==> src/rtl/ppreg_pkg.sv <==
package ppreg_pkg;

    localparam int NUM_REGS = 7;
    localparam int REG_W    = 7;
    localparam int BYTE_W   = 8;
    localparam int SEL_W    = $clog2(NUM_REGS);

    typedef enum logic [SEL_W-1:0] {
        IDX_DATA_CLK = 3'd0,
        IDX_SYS_CLK  = 3'd1,
        IDX_INTEG    = 3'd2,
        IDX_XFER     = 3'd3,
        IDX_DEVCNT   = 3'd4,
        IDX_SETUP    = 3'd5,
        IDX_CTRL     = 3'd6
    } reg_index_e;

    localparam int MODE_BIT = 5;

endpackage

==> src/rtl/ppreg_strobe_edge.sv <==
module ppreg_strobe_edge (
    input  logic clk,
    input  logic rst_n,
    input  logic strobe_async,
    output logic pulse_o
);

    typedef struct packed {
        logic meta;
        logic sync;
        logic prev;
    } edge_state_t;

    edge_state_t s_d, s_q;

    always_comb begin
        s_d      = s_q;
        s_d.meta = strobe_async;
        s_d.sync = s_q.meta;
        s_d.prev = s_q.sync;
    end

    always_ff @(posedge clk or negedge rst_n) begin
        if (!rst_n) s_q <= '0;
        else        s_q <= s_d;
    end

    assign pulse_o = s_q.sync & ~s_q.prev;

    // One write per strobe: a pulse never lasts two cycles
    p_single_pulse_r8: assert property (@(posedge clk) disable iff (!rst_n)
        pulse_o |=> !pulse_o);

endmodule

==> src/rtl/ppreg_byte_decoder.sv <==
module ppreg_byte_decoder #(
    parameter int NREGS  = ppreg_pkg::NUM_REGS,
    parameter int BYTE_W = ppreg_pkg::BYTE_W,
    localparam int SEL_W = $clog2(NREGS),
    localparam int DW    = BYTE_W - 1
) (
    input  logic              clk,
    input  logic              rst_n,
    input  logic              pulse_i,
    input  logic [BYTE_W-1:0] byte_i,
    output logic              wr_en_o,
    output logic [SEL_W-1:0]  wr_idx_o,
    output logic [DW-1:0]     wr_data_o
);

    typedef struct packed {
        logic             valid;
        logic [SEL_W-1:0] idx;
    } sel_state_t;

    sel_state_t s_d, s_q;
    logic       is_payload;
    logic       addr_in_range;

    assign is_payload    = byte_i[BYTE_W-1];
    assign addr_in_range = (byte_i[DW-1:0] < DW'(NREGS));

    always_comb begin
        s_d       = s_q;
        wr_en_o   = 1'b0;
        wr_idx_o  = s_q.idx;
        wr_data_o = byte_i[DW-1:0];
        if (pulse_i) begin
            if (is_payload) begin
                wr_en_o = s_q.valid;
            end else if (addr_in_range) begin
                s_d.valid = 1'b1;
                s_d.idx   = byte_i[SEL_W-1:0];
            end else begin
                s_d.valid = 1'b0;
            end
        end
    end

    always_ff @(posedge clk or negedge rst_n) begin
        if (!rst_n) s_q <= '0;
        else        s_q <= s_d;
    end

    // Payload bytes never disturb the latched selection
    p_payload_keeps_sel_r4: assert property (@(posedge clk) disable iff (!rst_n)
        (pulse_i && is_payload) |=> ($stable(s_q.valid) && $stable(s_q.idx)));

    // Out-of-range address leaves nothing selected
    p_bad_addr_clears_r6: assert property (@(posedge clk) disable iff (!rst_n)
        (pulse_i && !is_payload && !addr_in_range) |=> !s_q.valid);

    // Writes only issue while a selection is held
    p_write_needs_sel_r7: assert property (@(posedge clk) disable iff (!rst_n)
        wr_en_o |-> (pulse_i && s_q.valid));

endmodule

==> src/rtl/ppreg_bank.sv <==
module ppreg_bank #(
    parameter int NREGS = ppreg_pkg::NUM_REGS,
    parameter int DW    = ppreg_pkg::REG_W,
    localparam int SEL_W = $clog2(NREGS)
) (
    input  logic                      clk,
    input  logic                      rst_n,
    input  logic                      wr_en_i,
    input  logic [SEL_W-1:0]          wr_idx_i,
    input  logic [DW-1:0]             wr_data_i,
    output logic [NREGS-1:0][DW-1:0]  regs_o
);

    typedef struct packed {
        logic [NREGS-1:0][DW-1:0] regs;
    } bank_state_t;

    bank_state_t      s_d, s_q;
    logic [NREGS-1:0] hit;

    for (genvar g = 0; g < NREGS; g++) begin : g_hit
        assign hit[g] = wr_en_i && (wr_idx_i == SEL_W'(g));
    end

    always_comb begin
        s_d = s_q;
        for (int i = 0; i < NREGS; i++) begin
            if (hit[i]) s_d.regs[i] = wr_data_i;
        end
    end

    always_ff @(posedge clk or negedge rst_n) begin
        if (!rst_n) s_q <= '0;
        else        s_q <= s_d;
    end

    assign regs_o = s_q.regs;

    // Without a write strobe from the decoder, the bank holds
    p_hold_without_write_r2: assert property (@(posedge clk) disable iff (!rst_n)
        !wr_en_i |=> $stable(s_q.regs));

    // A write lands in the addressed register
    p_write_lands_r3: assert property (@(posedge clk) disable iff (!rst_n)
        wr_en_i |=> (s_q.regs[$past(wr_idx_i)] == $past(wr_data_i)));

    p_one_target_r5: assert property (@(posedge clk) disable iff (!rst_n)
        $onehot0(hit));

endmodule

==> src/rtl/ppreg_loader.sv <==
module ppreg_loader
    import ppreg_pkg::*;
(
    input  logic              clk,
    input  logic              rst_n,
    input  logic [BYTE_W-1:0] host_byte,
    input  logic              host_strobe,
    output logic [REG_W-1:0]  data_clk_div,
    output logic [REG_W-1:0]  sys_clk_div,
    output logic [REG_W-1:0]  integ_time,
    output logic [REG_W-1:0]  xfer_delay,
    output logic [REG_W-1:0]  dev_count,
    output logic [REG_W-1:0]  setup_cfg,
    output logic [REG_W-1:0]  ctrl_word,
    output logic              capture_mode
);

    logic                           pulse;
    logic                           wr_en;
    logic [SEL_W-1:0]               wr_idx;
    logic [REG_W-1:0]               wr_data;
    logic [NUM_REGS-1:0][REG_W-1:0] regs;

    ppreg_strobe_edge u_edge (
        .clk          (clk),
        .rst_n        (rst_n),
        .strobe_async (host_strobe),
        .pulse_o      (pulse)
    );

    ppreg_byte_decoder #(.NREGS(NUM_REGS), .BYTE_W(BYTE_W)) u_dec (
        .clk       (clk),
        .rst_n     (rst_n),
        .pulse_i   (pulse),
        .byte_i    (host_byte),
        .wr_en_o   (wr_en),
        .wr_idx_o  (wr_idx),
        .wr_data_o (wr_data)
    );

    ppreg_bank #(.NREGS(NUM_REGS), .DW(REG_W)) u_bank (
        .clk       (clk),
        .rst_n     (rst_n),
        .wr_en_i   (wr_en),
        .wr_idx_i  (wr_idx),
        .wr_data_i (wr_data),
        .regs_o    (regs)
    );

    assign data_clk_div = regs[IDX_DATA_CLK];
    assign sys_clk_div  = regs[IDX_SYS_CLK];
    assign integ_time   = regs[IDX_INTEG];
    assign xfer_delay   = regs[IDX_XFER];
    assign dev_count    = regs[IDX_DEVCNT];
    assign setup_cfg    = regs[IDX_SETUP];
    assign ctrl_word    = regs[IDX_CTRL];
    assign capture_mode = ctrl_word[MODE_BIT];

    // Mode output follows the stored control word one cycle after its write
    p_mode_tracks_ctrl_r9: assert property (@(posedge clk) disable iff (!rst_n)
        (wr_en && wr_idx == IDX_CTRL) |=> (capture_mode == $past(wr_data[MODE_BIT])));

endmodule

==> config.mk <==
export PLATFORM = sky130hd
export DESIGN_NAME = ppreg_loader
export DESIGN_NICKNAME = d
export VERILOG_FILES = /design/src/rtl/ppreg_pkg.sv /design/src/rtl/ppreg_strobe_edge.sv /design/src/rtl/ppreg_byte_decoder.sv /design/src/rtl/ppreg_bank.sv /design/src/rtl/ppreg_loader.sv
export SDC_FILE = /design/constraint.sdc
export NUM_CORES = 1
export LEC_CHECK = 0
export CORE_ASPECT_RATIO = 0.8
export CORE_MARGIN = 3
export CORE_UTILIZATION = 30
export CTS_BUF_LIST = sky130_fd_sc_hd__clkbuf_8
export DETAILED_ROUTE_END_ITERATION = 16
export SETUP_SLACK_MARGIN = 0.05
export SYNTH_ARGS = -nofsm -noshare
export SYNTH_HDL_FRONTEND = slang
export SYNTH_SLANG_ARGS = --single-unit
export TNS_END_PERCENT = 50
==> constraint.sdc <==
create_clock -name clk -period 1.98 [get_ports clk]
set_input_delay 0.396 -clock clk [delete_from_list [all_inputs] [get_ports clk]]
set_output_delay 0.396 -clock clk [all_outputs]
set_load 0.005 [all_outputs]
==> results <==
- Leaving out fill and tap cells, the most frequent cells in the layout are clkdlybuf4s50_1, dfrtp_1, mux2_2.
- The number of nets with antenna violations after detailed routing is 0.
- Across all layers, the routed design uses approximately 1400 vias.
- Each instance of the synthesized netlist takes up on average about 17 um^2.
- Registers take roughly 1400 um^2.
- The die is just over 100 um wide.
- STA puts the critical path data arrival time at about 2000 ps.
- The worst-case IR drop observed on VDD is ~300 uV.
- The slack of the worst reg-to-reg path is roughly 350 ps.
- In this run the standard cell core region covers about 7000 um^2.
- In this run the critical register-to-register path is launched from u_edge.s_q[0]$_DFF_PN0_.
- The cell area after placement is 3010 um^2.
- The count of state elements after synthesis is 56.
- The worst clock skew on the final layout is 7.47 ps.
- The deepest level of the CTS H-tree is 2.
- The ratio of final minimum period to clock period is 0.908.
- After detailed routing, the number of remaining DRC violations is 0.
- The smallest clock period supported by the final layout is computed as about 1800 ps.
- The worst pin sits at a relative slew slack of 0.780.
- The setup path with the least slack is of type in -> reg.
- The worst hold path class is in -> async.
- The number of top-level design ports is 61.
- Across the run, the number of max-cap violations was 0.
- Setup violations remaining at the end of the flow were counted as 0.
- The worst hold slack across all endpoints is between 70 and 80 ps.
- Hold repair after CTS inserted 0 buffers.
- The critical path startpoint category is a primary input.
- The highest clock rate is 556 MHz.
- The run finished with clean final reports.
- The summed area of non-filler cells in the final layout is 3110 um^2.
- The number of antenna violations at the first check in global routing is 0.
- After the first detailed-routing iteration, the DRC count stood at 58.
- The ratio of cells with drive above 1 in the final layout is 0.374.
- At the later pin of the worst-skew pair, clock insertion delay measures 310 ps.
- The clock root buffer master is clkbuf_8.
- The required arrival time at the worst endpoint is between 2000 and 2500 ps.
- The instance count of the mapped netlist is 132.
- The die area is 8400 um^2.
- After clock tree synthesis, the clock-pin slew on the worst setup and hold paths is about 100 ps.
- The count of standard-cell rows is 27.
- The total wire length is between 5000 and 6000 um.
- The floorplan step set the die height to ~83 um.
- The leakage power is 0.00149 uW.
- The placer congestion estimate is between 0.7 and 0.8.
- The TritonCTS clock tree is built.
- The global-route wire length before repair is approximately 8000 um.
- Counting along the longest clock path gives a buffer depth of 2.
- Entering global routing, the biggest net connects between 50 and 60 pins.
- The path depth of the worst reg2reg path is 3.
- Dividing total power by cell area gives a power density of 705 nW/um^2.
- Clock tree synthesis inserted a total of 5 buffers.
- Setup repair after global routing left no endpoint under its margin.
- The area used by multi-input combinational logic is 761 um^2.
- The number of nets in the layout is 221.
- The layout filler cell count is between 600 and 700.
- Before antenna repair, the detailed router went through 4 iterations.
- The endpoint class of the critical path is a flop.
- The average via count per standard cell is between 4 and 5.
- The proportion of synthesized chip area in sequential cells is 0.637.
- The starting density of the core is 0.315.
- Of all nets on the critical path, the largest fanout is 7.
- The distinct cell type count of the synthesized netlist is 23.
- The overall global routing resource usage is 0.129.
- Summed over all nets, the half-perimeter wirelength after detailed placement is 3720 um.
- When the netlist entered floorplanning its net count stood at roughly 140.
- Relative to the synthesized area, the layout overhead comes to 41.6%.
- The final max-slew violation count is 0.
- The most common cell after layout, fill and taps aside is clkdlybuf4s50_1.
- The final core utilization is 0.445.
- The endpoint identified for the worst register-to-register timing path is u_bank.regs_o[28]$_DFFE_PN0P_.
- The via count of the first global-routing pass came to around 1500.
- The post-synthesis instance area is 2200 um^2.
- At the pin with the least slew margin, the transition time is around 330 ps.
- The warning count from the yosys run is 0.
- The clock net in this run drives a total of 56 sinks.
- In this run, post-CTS repair resized a total of 0 instances.
- 0 antenna diodes ended up in the layout.
- In the final routed layout, each cell accounts on average for about 17 um.
- The number of buffers added for setup after CTS is 0.
- Summed over all layers, the global routing overflow is 0.
- The total count of hold-check failures in the final report was 0.
- The count of port buffers added during placement is 60.
## power by group
| group | internal [uW] | switching (uW) | total (uW) |
|---|---|---|---|
| logic | 139 | 84.8 | 224 |
| registers | 1200 | 45.2 | 1240 |
| clock network | 371 | 360 | 731 |
| total | 1700 | 490 | 2200 |
## worst max path at each step
stage | start | endpoint | slack, ps | cells past startpoint
2_1_floorplan | u_edge.s_q[0]$_DFF_PN0_ | u_bank.regs_o[28]$_DFFE_PN0P_ | 370 | 4
3_3_place_gp | host_byte[7] | u_bank.regs_o[13]$_DFFE_PN0P_ | -130 | 5
3_5_place_dp | host_byte[7] | u_bank.regs_o[13]$_DFFE_PN0P_ | -150 | 5
4_1_cts | host_byte[7] | u_bank.regs_o[28]$_DFFE_PN0P_ | 190 | 4
5_1_grt | host_byte[7] | u_bank.regs_o[28]$_DFFE_PN0P_ | 140 | 4
6_report | host_byte[7] | u_bank.regs_o[28]$_DFFE_PN0P_ | 180 | 4
## cell families (layout without fill, tap and decap cells)
group | Yosys count | count (layout) | share of synthesized area
compound gates | 4 | 4 | 0.0154
flops | 56 | 56 | 0.637
buf+inv | 6 | 85 | 0.0171
simple gates | 17 | 17 | 0.0660
mux | 49 | 49 | 0.265
## through the flow
stage / total power (uW) / cells / setup WS (ps) / setup TNS, ps
after global placement: 1490 / 290 / -133 / -3020
after floorplan: 1320 / 132 / 373 / 0
after global routing: 2300 / 298 / 145 / 0
after CTS: 2230 / 298 / 185 / 0
final: 2200 / 298 / 183 / 0
after detailed placement: 1490 / 290 / -146 / -3350
## final cells by class
class	count	share of cell area
flip-flops and latches	56	0.450
multi-input cells	70	0.244
repair buffers	77	0.236
well taps	87	0.0350
clock buffers	5	0.0221
clock inverters	3	0.0125
## registers in the layout, indices dropped and copies added, names as in the netlist
| register | cells |
|---|---|
| u_bank.regs_o | 49 |
| u_dec.s_q | 1 |
| u_dec.wr_idx_o | 3 |
| u_edge.s_d | 2 |
| u_edge.s_q | 1 |
## worst max-delay path, stage by stage
cell	delay, ps
clkdlybuf4s50_1	530
nand4b_4	120
or4b_4	620
mux2_4	330
## per-layer routing
layer	part of all wire	track usage
met4	0.0075	0.0319
met2	0.44	0.198
met3	0.078	0.0529
met5	0	0
met1	0.47	0.170
## synth_stat cells
library cell,count,area share
nand3b_1,1,0.0034
or4b_1,1,0.0046
nand4b_4,1,0.011
and3_1,1,0.0028
or2_2,1,0.0028
or4_1,1,0.0034
buf_4,1,0.0034
clkbuf_1,1,0.0017
o31ai_1,1,0.0034
dfrtp_1,56,0.64
buf_2,3,0.0068
nor3_2,1,0.0046
o22a_1,3,0.012
nor3_1,1,0.0023
buf_6,1,0.0051
nor2_1,1,0.0017
and4b_1,3,0.014
mux2_2,41,0.21
or4b_4,1,0.0063
mux2_4,8,0.055
nand2_1,2,0.0034
nand3_1,1,0.0023
or3b_2,1,0.0040
No activity file was read; power rests on OpenSTA's default activity.
